File: config.mk
export PLATFORM = sky130hd
export DESIGN_NAME = pred_file
export DESIGN_NICKNAME = d
export VERILOG_FILES = /design/src/rtl/pred_pkg.sv /design/src/rtl/pred_rd_port.sv /design/src/rtl/pred_lane.sv /design/src/rtl/pred_store.sv /design/src/rtl/pred_file.sv
export SDC_FILE = /design/constraint.sdc
export NUM_CORES = 1
export LEC_CHECK = 0
export BUFFER_PORTS_ARGS = -buffer_cell sky130_fd_sc_hd__buf_2
export CORE_MARGIN = 5
export CORE_UTILIZATION = 60
export CTS_BUF_LIST = sky130_fd_sc_hd__clkbuf_8 sky130_fd_sc_hd__clkbuf_16
export DETAILED_ROUTE_END_ITERATION = 10
export PLACE_DENSITY = 0.81
export SETUP_SLACK_MARGIN = 0.02
export SLEW_MARGIN = 0
export SYNTH_ARGS = -nofsm -noshare
export SYNTH_HDL_FRONTEND = slang
export SYNTH_SLANG_ARGS = --single-unit
File: constraint.sdc
create_clock -name clk -period 12.6 [get_ports clk]
set_input_delay 2.52 -clock clk [delete_from_list [all_inputs] [get_ports clk]]
set_output_delay 2.52 -clock clk [all_outputs]
set_load 0.02 [all_outputs]
File: src/rtl/pred_pkg.sv
package pred_pkg;

  typedef enum logic [1:0] {
    CMP_NORM = 2'b00,
    CMP_UNC  = 2'b01,
    CMP_AND  = 2'b10,
    CMP_OR   = 2'b11
  } cmp_mode_e;

  // hit: the pair is written; va/vb: values for target A and target B
  typedef struct packed {
    logic hit;
    logic va;
    logic vb;
  } pair_eff_t;

  function automatic pair_eff_t pair_effect(cmp_mode_e m, logic q, logic r);
    pair_eff_t e;
    e = '0;
    case (m)
      CMP_NORM: begin e.hit = q;       e.va = r;     e.vb = ~r;     end
      CMP_UNC:  begin e.hit = 1'b1;    e.va = q & r; e.vb = q & ~r; end
      CMP_AND:  begin e.hit = q & ~r;  e.va = 1'b0;  e.vb = 1'b0;   end
      CMP_OR:   begin e.hit = q & r;   e.va = 1'b1;  e.vb = 1'b1;   end
      default:  e = '0;
    endcase
    return e;
  endfunction

endpackage

File: src/rtl/pred_rd_port.sv
module pred_rd_port #(
  parameter int NUM_PRED = 64,
  parameter int IDXW     = $clog2(NUM_PRED)
) (
  input  logic [NUM_PRED-1:0] state,
  input  logic [IDXW-1:0]     idx,
  output logic                val
);
  assign val = state[idx];
endmodule

File: src/rtl/pred_lane.sv
module pred_lane
  import pred_pkg::*;
#(
  parameter int IDXW = 6
) (
  input  logic            clk,
  input  logic            rst_n,
  input  logic            en,
  input  logic [1:0]      mode,
  input  logic            q,
  input  logic            res,
  input  logic [IDXW-1:0] a_idx,
  input  logic [IDXW-1:0] b_idx,
  output logic            a_wr,
  output logic            a_val,
  output logic            b_wr,
  output logic            b_val
);
  cmp_mode_e m;
  pair_eff_t eff;

  assign m     = cmp_mode_e'(mode);
  assign eff   = pair_effect(m, q, res);
  assign a_wr  = en & eff.hit & (a_idx != '0);
  assign b_wr  = en & eff.hit & (b_idx != '0);
  assign a_val = eff.va;
  assign b_val = eff.vb;

  AST_NORM_GATED: assert property (@(posedge clk) disable iff (!rst_n)
    (en && m == CMP_NORM && !q) |-> (!a_wr && !b_wr));
  AST_NORM_COMPL: assert property (@(posedge clk) disable iff (!rst_n)
    (en && m == CMP_NORM && a_wr && b_wr) |-> (a_val != b_val && a_val == res));
  AST_UNC_CLEAR: assert property (@(posedge clk) disable iff (!rst_n)
    (en && m == CMP_UNC && !q && a_idx != '0) |-> (a_wr && !a_val && !b_val));
  AST_AND_DOWN: assert property (@(posedge clk) disable iff (!rst_n)
    (en && m == CMP_AND && (a_wr || b_wr)) |-> (!a_val && !b_val && !res && q));
  AST_OR_UP: assert property (@(posedge clk) disable iff (!rst_n)
    (en && m == CMP_OR && (a_wr || b_wr)) |-> (a_val && b_val && res && q));
  AST_NO_P0_WRITE: assert property (@(posedge clk) disable iff (!rst_n)
    (a_wr |-> a_idx != '0) and (b_wr |-> b_idx != '0));
endmodule

File: src/rtl/pred_store.sv
module pred_store #(
  parameter int NUM_PRED = 64,
  parameter int NUM_WR   = 2,
  parameter int IDXW     = $clog2(NUM_PRED)
) (
  input  logic                   clk,
  input  logic                   rst_n,
  input  logic [NUM_WR-1:0]      a_wr,
  input  logic [NUM_WR*IDXW-1:0] a_idx,
  input  logic [NUM_WR-1:0]      a_val,
  input  logic [NUM_WR-1:0]      b_wr,
  input  logic [NUM_WR*IDXW-1:0] b_idx,
  input  logic [NUM_WR-1:0]      b_val,
  output logic [NUM_PRED-1:0]    state
);
  logic [NUM_PRED-1:0] nxt;
  logic [NUM_PRED-1:0] wr_hit;

  // Lanes in ascending order, B before A within a lane: A beats B, higher lane beats lower
  always_comb begin
    nxt    = state;
    wr_hit = '0;
    for (int w = 0; w < NUM_WR; w++) begin
      if (b_wr[w]) begin
        nxt[b_idx[w*IDXW +: IDXW]]    = b_val[w];
        wr_hit[b_idx[w*IDXW +: IDXW]] = 1'b1;
      end
      if (a_wr[w]) begin
        nxt[a_idx[w*IDXW +: IDXW]]    = a_val[w];
        wr_hit[a_idx[w*IDXW +: IDXW]] = 1'b1;
      end
    end
  end

  for (genvar i = 0; i < NUM_PRED; i++) begin : g_bit
    if (i == 0) begin : g_const
      assign state[i] = 1'b1;
    end else begin : g_flop
      always_ff @(posedge clk or negedge rst_n) begin
        if (!rst_n) state[i] <= 1'b0;
        else        state[i] <= nxt[i];
      end
      AST_HOLD_UNWRITTEN: assert property (@(posedge clk) disable iff (!rst_n)
        !wr_hit[i] |=> state[i] == $past(state[i]));
    end
  end
endmodule

File: src/rtl/pred_file.sv
module pred_file
  import pred_pkg::*;
#(
  parameter int NUM_PRED = 64,
  parameter int NUM_RD   = 2,
  parameter int NUM_WR   = 2,
  parameter int IDXW     = $clog2(NUM_PRED)
) (
  input  logic                   clk,
  input  logic                   rst_n,
  input  logic [NUM_RD*IDXW-1:0] rd_idx,
  output logic [NUM_RD-1:0]      rd_val,
  input  logic [NUM_WR-1:0]      wr_en,
  input  logic [2*NUM_WR-1:0]    wr_mode,
  input  logic [NUM_WR*IDXW-1:0] wr_qp,
  input  logic [NUM_WR*IDXW-1:0] wr_tgt_a,
  input  logic [NUM_WR*IDXW-1:0] wr_tgt_b,
  input  logic [NUM_WR-1:0]      wr_res
);
  logic [NUM_PRED-1:0] state;
  logic [NUM_WR-1:0]   qp_val;
  logic [NUM_WR-1:0]   a_wr, a_val, b_wr, b_val;

  for (genvar r = 0; r < NUM_RD; r++) begin : g_rd
    pred_rd_port #(.NUM_PRED(NUM_PRED), .IDXW(IDXW)) u_rd (
      .state(state), .idx(rd_idx[r*IDXW +: IDXW]), .val(rd_val[r]));
    AST_P0_READS_TRUE: assert property (@(posedge clk) disable iff (!rst_n)
      (rd_idx[r*IDXW +: IDXW] == '0) |-> rd_val[r]);
  end

  for (genvar w = 0; w < NUM_WR; w++) begin : g_lane
    pred_rd_port #(.NUM_PRED(NUM_PRED), .IDXW(IDXW)) u_qp (
      .state(state), .idx(wr_qp[w*IDXW +: IDXW]), .val(qp_val[w]));
    pred_lane #(.IDXW(IDXW)) u_lane (
      .clk(clk), .rst_n(rst_n), .en(wr_en[w]), .mode(wr_mode[2*w +: 2]),
      .q(qp_val[w]), .res(wr_res[w]),
      .a_idx(wr_tgt_a[w*IDXW +: IDXW]), .b_idx(wr_tgt_b[w*IDXW +: IDXW]),
      .a_wr(a_wr[w]), .a_val(a_val[w]), .b_wr(b_wr[w]), .b_val(b_val[w]));
  end

  pred_store #(.NUM_PRED(NUM_PRED), .NUM_WR(NUM_WR), .IDXW(IDXW)) u_store (
    .clk(clk), .rst_n(rst_n),
    .a_wr(a_wr), .a_idx(wr_tgt_a), .a_val(a_val),
    .b_wr(b_wr), .b_idx(wr_tgt_b), .b_val(b_val),
    .state(state));
endmodule

---- After elaboration in Yosys (flattened, before gate mapping) ----
Index checks and enable logic that the tools add are counted.
word-level totals
  register bits ........................... 63
  latch bits .............................. 0
  memory bits (writable) .................. 0
  bits in read-only memories .............. 0
  input bits .............................. 58
  output and inout port bits .............. 2
  logic and storage cells ................. 129
  memories ................................ 0
operators by class
  add/subtract/negate cells ............... 0
  multipliers ............................. 0
  divide/modulo/power cells ............... 0
  order comparisons ....................... 12
  equality and inequality tests ........... 6
  shift-type cells ........................ 0
  mux-type cells .......................... 26
  bitwise operators ....................... 12
  reduce and logical (&&, ||, !) cells .... 10
operator list
  cell                number
  $bwmux 64           4
  $mux 64             4
  $lt 6x7->1 const B  8
  $bmux 1 s6          4
  $demux 1 s6         4
  $ge 6x1->1 const B  4
  $pmux 3 s4          2
  $reduce_bool 6->1   4
  $and 1x1->1         10
  $eq 2x2->1 const B  4
  $mux 1              8
  $eq 2x1->1 const B  2
  $logic_and 1x1->1   4
  $logic_not 2->1     2
  $not 1->1           2

---- Longest topological paths before layout ----
  depth after elaboration ................. 13
  mapped depth ............................ 14
  mapped depth without buffers ............ 9

---- Cells and area by module ----
From an unflattened synthesis, not the netlist that was laid out.
unflattened totals
  cell total of the unflattened synthesis .. 939
  area, all modules ....................... 8200.4 µm²
by module, submodules not included
  module        instances  cells each  area an instance (µm²)
  pred_store    1          663         5617.9
  pred_rd_port  4          62          600.6
  pred_lane     2          14          90.1

---- Worst setup path after synthesis ----
OpenSTA, ideal clock, no wires.
  path type ............................... in2out
  from .................................... input rd_idx[0]
  to ...................................... output rd_val[0]
  arrival time ............................ 5069 ps
  data required time ...................... 10080 ps
  slack ................................... 5011 ps
  cell stages on the path ................. 6
  path buffers ............................ 3
  path through ............................ clkbuf_1 buf_1 mux4_2 mux4_2 mux4_2 buf_4
on the way
  longest elaborated chain between the ends .. 2
RTL lines
  element                       RTL line           RTL
  from (decl)                   pred_file.sv:11    input logic [NUM_RD*IDXW-1:0] rd_idx,
  $bmux 1 s6                    pred_rd_port.sv:9  assign val = state[idx];
  $mux 1 (implied by the code)  pred_rd_port.sv:9
  to (decl)                     pred_file.sv:12    output logic [NUM_RD-1:0] rd_val,
No other way between the ends. The select of a mux whose other input is x is not followed.

---- Worst setup path in the final report ----
Ends and elaborated chain as after synthesis.

==> reports/metrics.yaml <==
status: "completed"
grt_antenna_before_repair: 0
fin_area_sq_um: 8950
syn_inst: 977
yosys.area.top_type: "dfrtp_1"
syn_nets: 1035
yosysSeqAreaShare_pct: 18.5
hold_buffers: 0
regMostFlops: "u_store.state"
max-cap-violations: 0
ys_top_cells_by_area: "dfrtp_1 18%, mux4_2 17%, o221ai_1 7.2%"
h-tree-depth: 3
worstPathArrival_ns: 4.65
post-place-ws_ns: 5.42
slew_viol_final: 0
io_pins: 60
fin_skew_ns: 0.00680
cp_common_cell: "mux4_2"
hold_path.class: "flop to flop"
endpoint_kind: "output pin"
synth_cell_types: 78
setup_viol: 0
ir_worst_vdd_v: 0.000113
path_clk_slew_ns: 0.06
num-fill-cells: 1210
root_buffer: "clkbuf_16"
numCtsBuffers: 9
finalPower_uw: 1220
grt_pass1_wl_microns: 59400
drt-total-wl_microns: 40500
port_buffers: 59
die_w_microns: 129
vias: 10000
grt_max_degree: 64
hpwl_microns: 29800
ys.flop_type: "dfrtp_1"
drt-vias-per-instance: 8.84
final_hold_viol_count: 0
antenna_cells: 0
start_util_pct: 61.2
ys_seq_elements: 63
cpLargestDelayFamily: "multiplexers"
drt_iter0_drc: 2098
ant_nets: 0
drt_first_pass_iters: 8
wl_per_cell_microns: 35.8
p_leak_uw: 0.00298
setup_tns_ns: 0
clock-sinks: 63
p_per_area_nw_per_um2: 136
fin_ws_ns: 5.43
netlist_area_sq_um: 8530
worstReg2RegStart: "u_store.state[58]"
cpPeakStageDelay_ns: 0.59
yosysTopAreaCellShare_pct: 18.5
post-route-drc-count: 0
cts_resized: 0
period_needed_ns: 7.17
fp.dieH_microns: 129
gr-total-overflow: 0
async_reset_ff_share_pct: 100
drive_gt1_share_pct: 20.4
grt_usage_pct: 48.4
clock_latency_ns: 0.36
fmax_mhz: 139
hp-start: "u_store.state[14]"
largest_reg_flops: 63
cp_slowest_cell: "mux4_2"
dieArea_sq_um: 16700
startpoint_type: "input pin"
crit_chain: "buf_2 -> mux4_2 -> mux4_2 -> mux4_2 -> buf_2"
worst_slew_pin_slew_ns: 1.26
top_regs: "u_store.state (63)"
routabilityCongestion: 1.08
synth_edf_count: 0
rsz0062_at_grt: "false"
core-area_sq_um: 13900
ys_warn_count: 0
syn_avg_cell_area_sq_um: 8.73
rows: 43
cts_buffer_depth: 2
critical_path.max_fanout: 17
tritoncts: "done"
area_delta_synth_final_pct: 4.93
required_ns: 10.08
worstPathBufferInverterCount: 2
relSlewSlack_pct: 15.5
fin_crit_sh_pct: 56.9
crit_start: "rd_idx[0]"
nets: 1006
grt_pass1_vias: 9087
cts_setup_buffers: 0
critPathKind: "input pin to output pin"
post_dp_cell_area_sq_um: 8650
stage by stage:
stage	std cells	utilization, %	hold WS (ns)
floorplan	977	-	0.616
finish	1132	64.2	0.835
detailed placement	1117	62.0	0.783
global placement	1117	62.0	0.810
global route	1132	64.2	0.867
CTS	1132	64.2	0.791
worst reg2reg max path: cells and delay by family (launching register included):
family,cells,cell delay [ns]
AO/OA/AOI/OAI,4,1.70
multiplexers,2,0.64
AND/OR/NAND/NOR,3,1.38
flip-flops,1,0.50
synthesized netlist by cell type, drive strengths merged (9+ instances only):
master	count
mux2i	18
a21oi	11
nand3	30
a221oi	15
o22ai	9
nand2b	15
nor2b	12
o41ai	40
or3	18
clkbuf	56
nand2	78
inv	12
nor2	78
a22oi	68
nand3b	14
o221ai	70
o21ai	22
or2	14
dfrtp	63
o211ai	13
mux4	65
nor3b	9
o31ai	12
nor4	9
a32oi	9
buf	51
nor3	48
a221o	12
per-layer routing:
metal | up-vias | track usage [%] | routed length (microns)
met4 | 0 | 24.5 | 2860
met2 | 1144 | 67.9 | 16200
met3 | 224 | 19.3 | 7180
li1 | 4025 | - | -
met5 | - | 0 | 0
met1 | 4613 | 64.7 | 14300
path summary, 6_finish.rpt:
check / to / slack, ns / depth (start not counted)
worst max register to register: u_store.state[35] / 8.24 / 9
min in group asynchronous: u_store.state[43] / 2.37 / 2
worst min register to register: u_store.state[14] / 0.84 / 3
max in group asynchronous: u_store.state[48] / 9.65 / 2
worst max-delay path: rd_val[0] / 5.43 / 5
worst min-delay path: u_store.state[14] / 0.84 / 3
report_power, final:
group          internal [uW]  leakage, uW  total, uW  switching (uW)
clock network            164     0.000144        272             108
registers                261     0.000771        403             142
logic                    252      0.00207        545             293
layout make-up:
type	count	area, sq um	share of cell area (%)
well taps	180	225	2.52
inverters	12	45.0	0.503
flip-flops and latches	63	1580	17.6
multi-input cells	795	6440	72.0
clock buffers	11	253	2.82
repair buffers	67	355	3.97
clock inverters	4	53.8	0.601
logic make-up after synthesis:
logic type	count (synthesis)	share of synthesized area, %
compound gates	340	32.7
xor+xnor	2	0.205
buf+inv	119	6.00
flops	63	18.5
mux	88	20.0
simple gates	365	22.6
layout by cell type (no fill, tap or decap), drive strengths merged, types with 15 or more instances in the layout:
cell,instances
nor2,78
nand2,78
o221ai,70
a22oi,68
buf,67
mux4,65
dfrtp,63
nor3,48
o41ai,40
nand3,30
o21ai,22
mux2i,18
or3,18
nand2b,15
a221oi,15
Note: power is estimated with default switching activity, not from simulation.
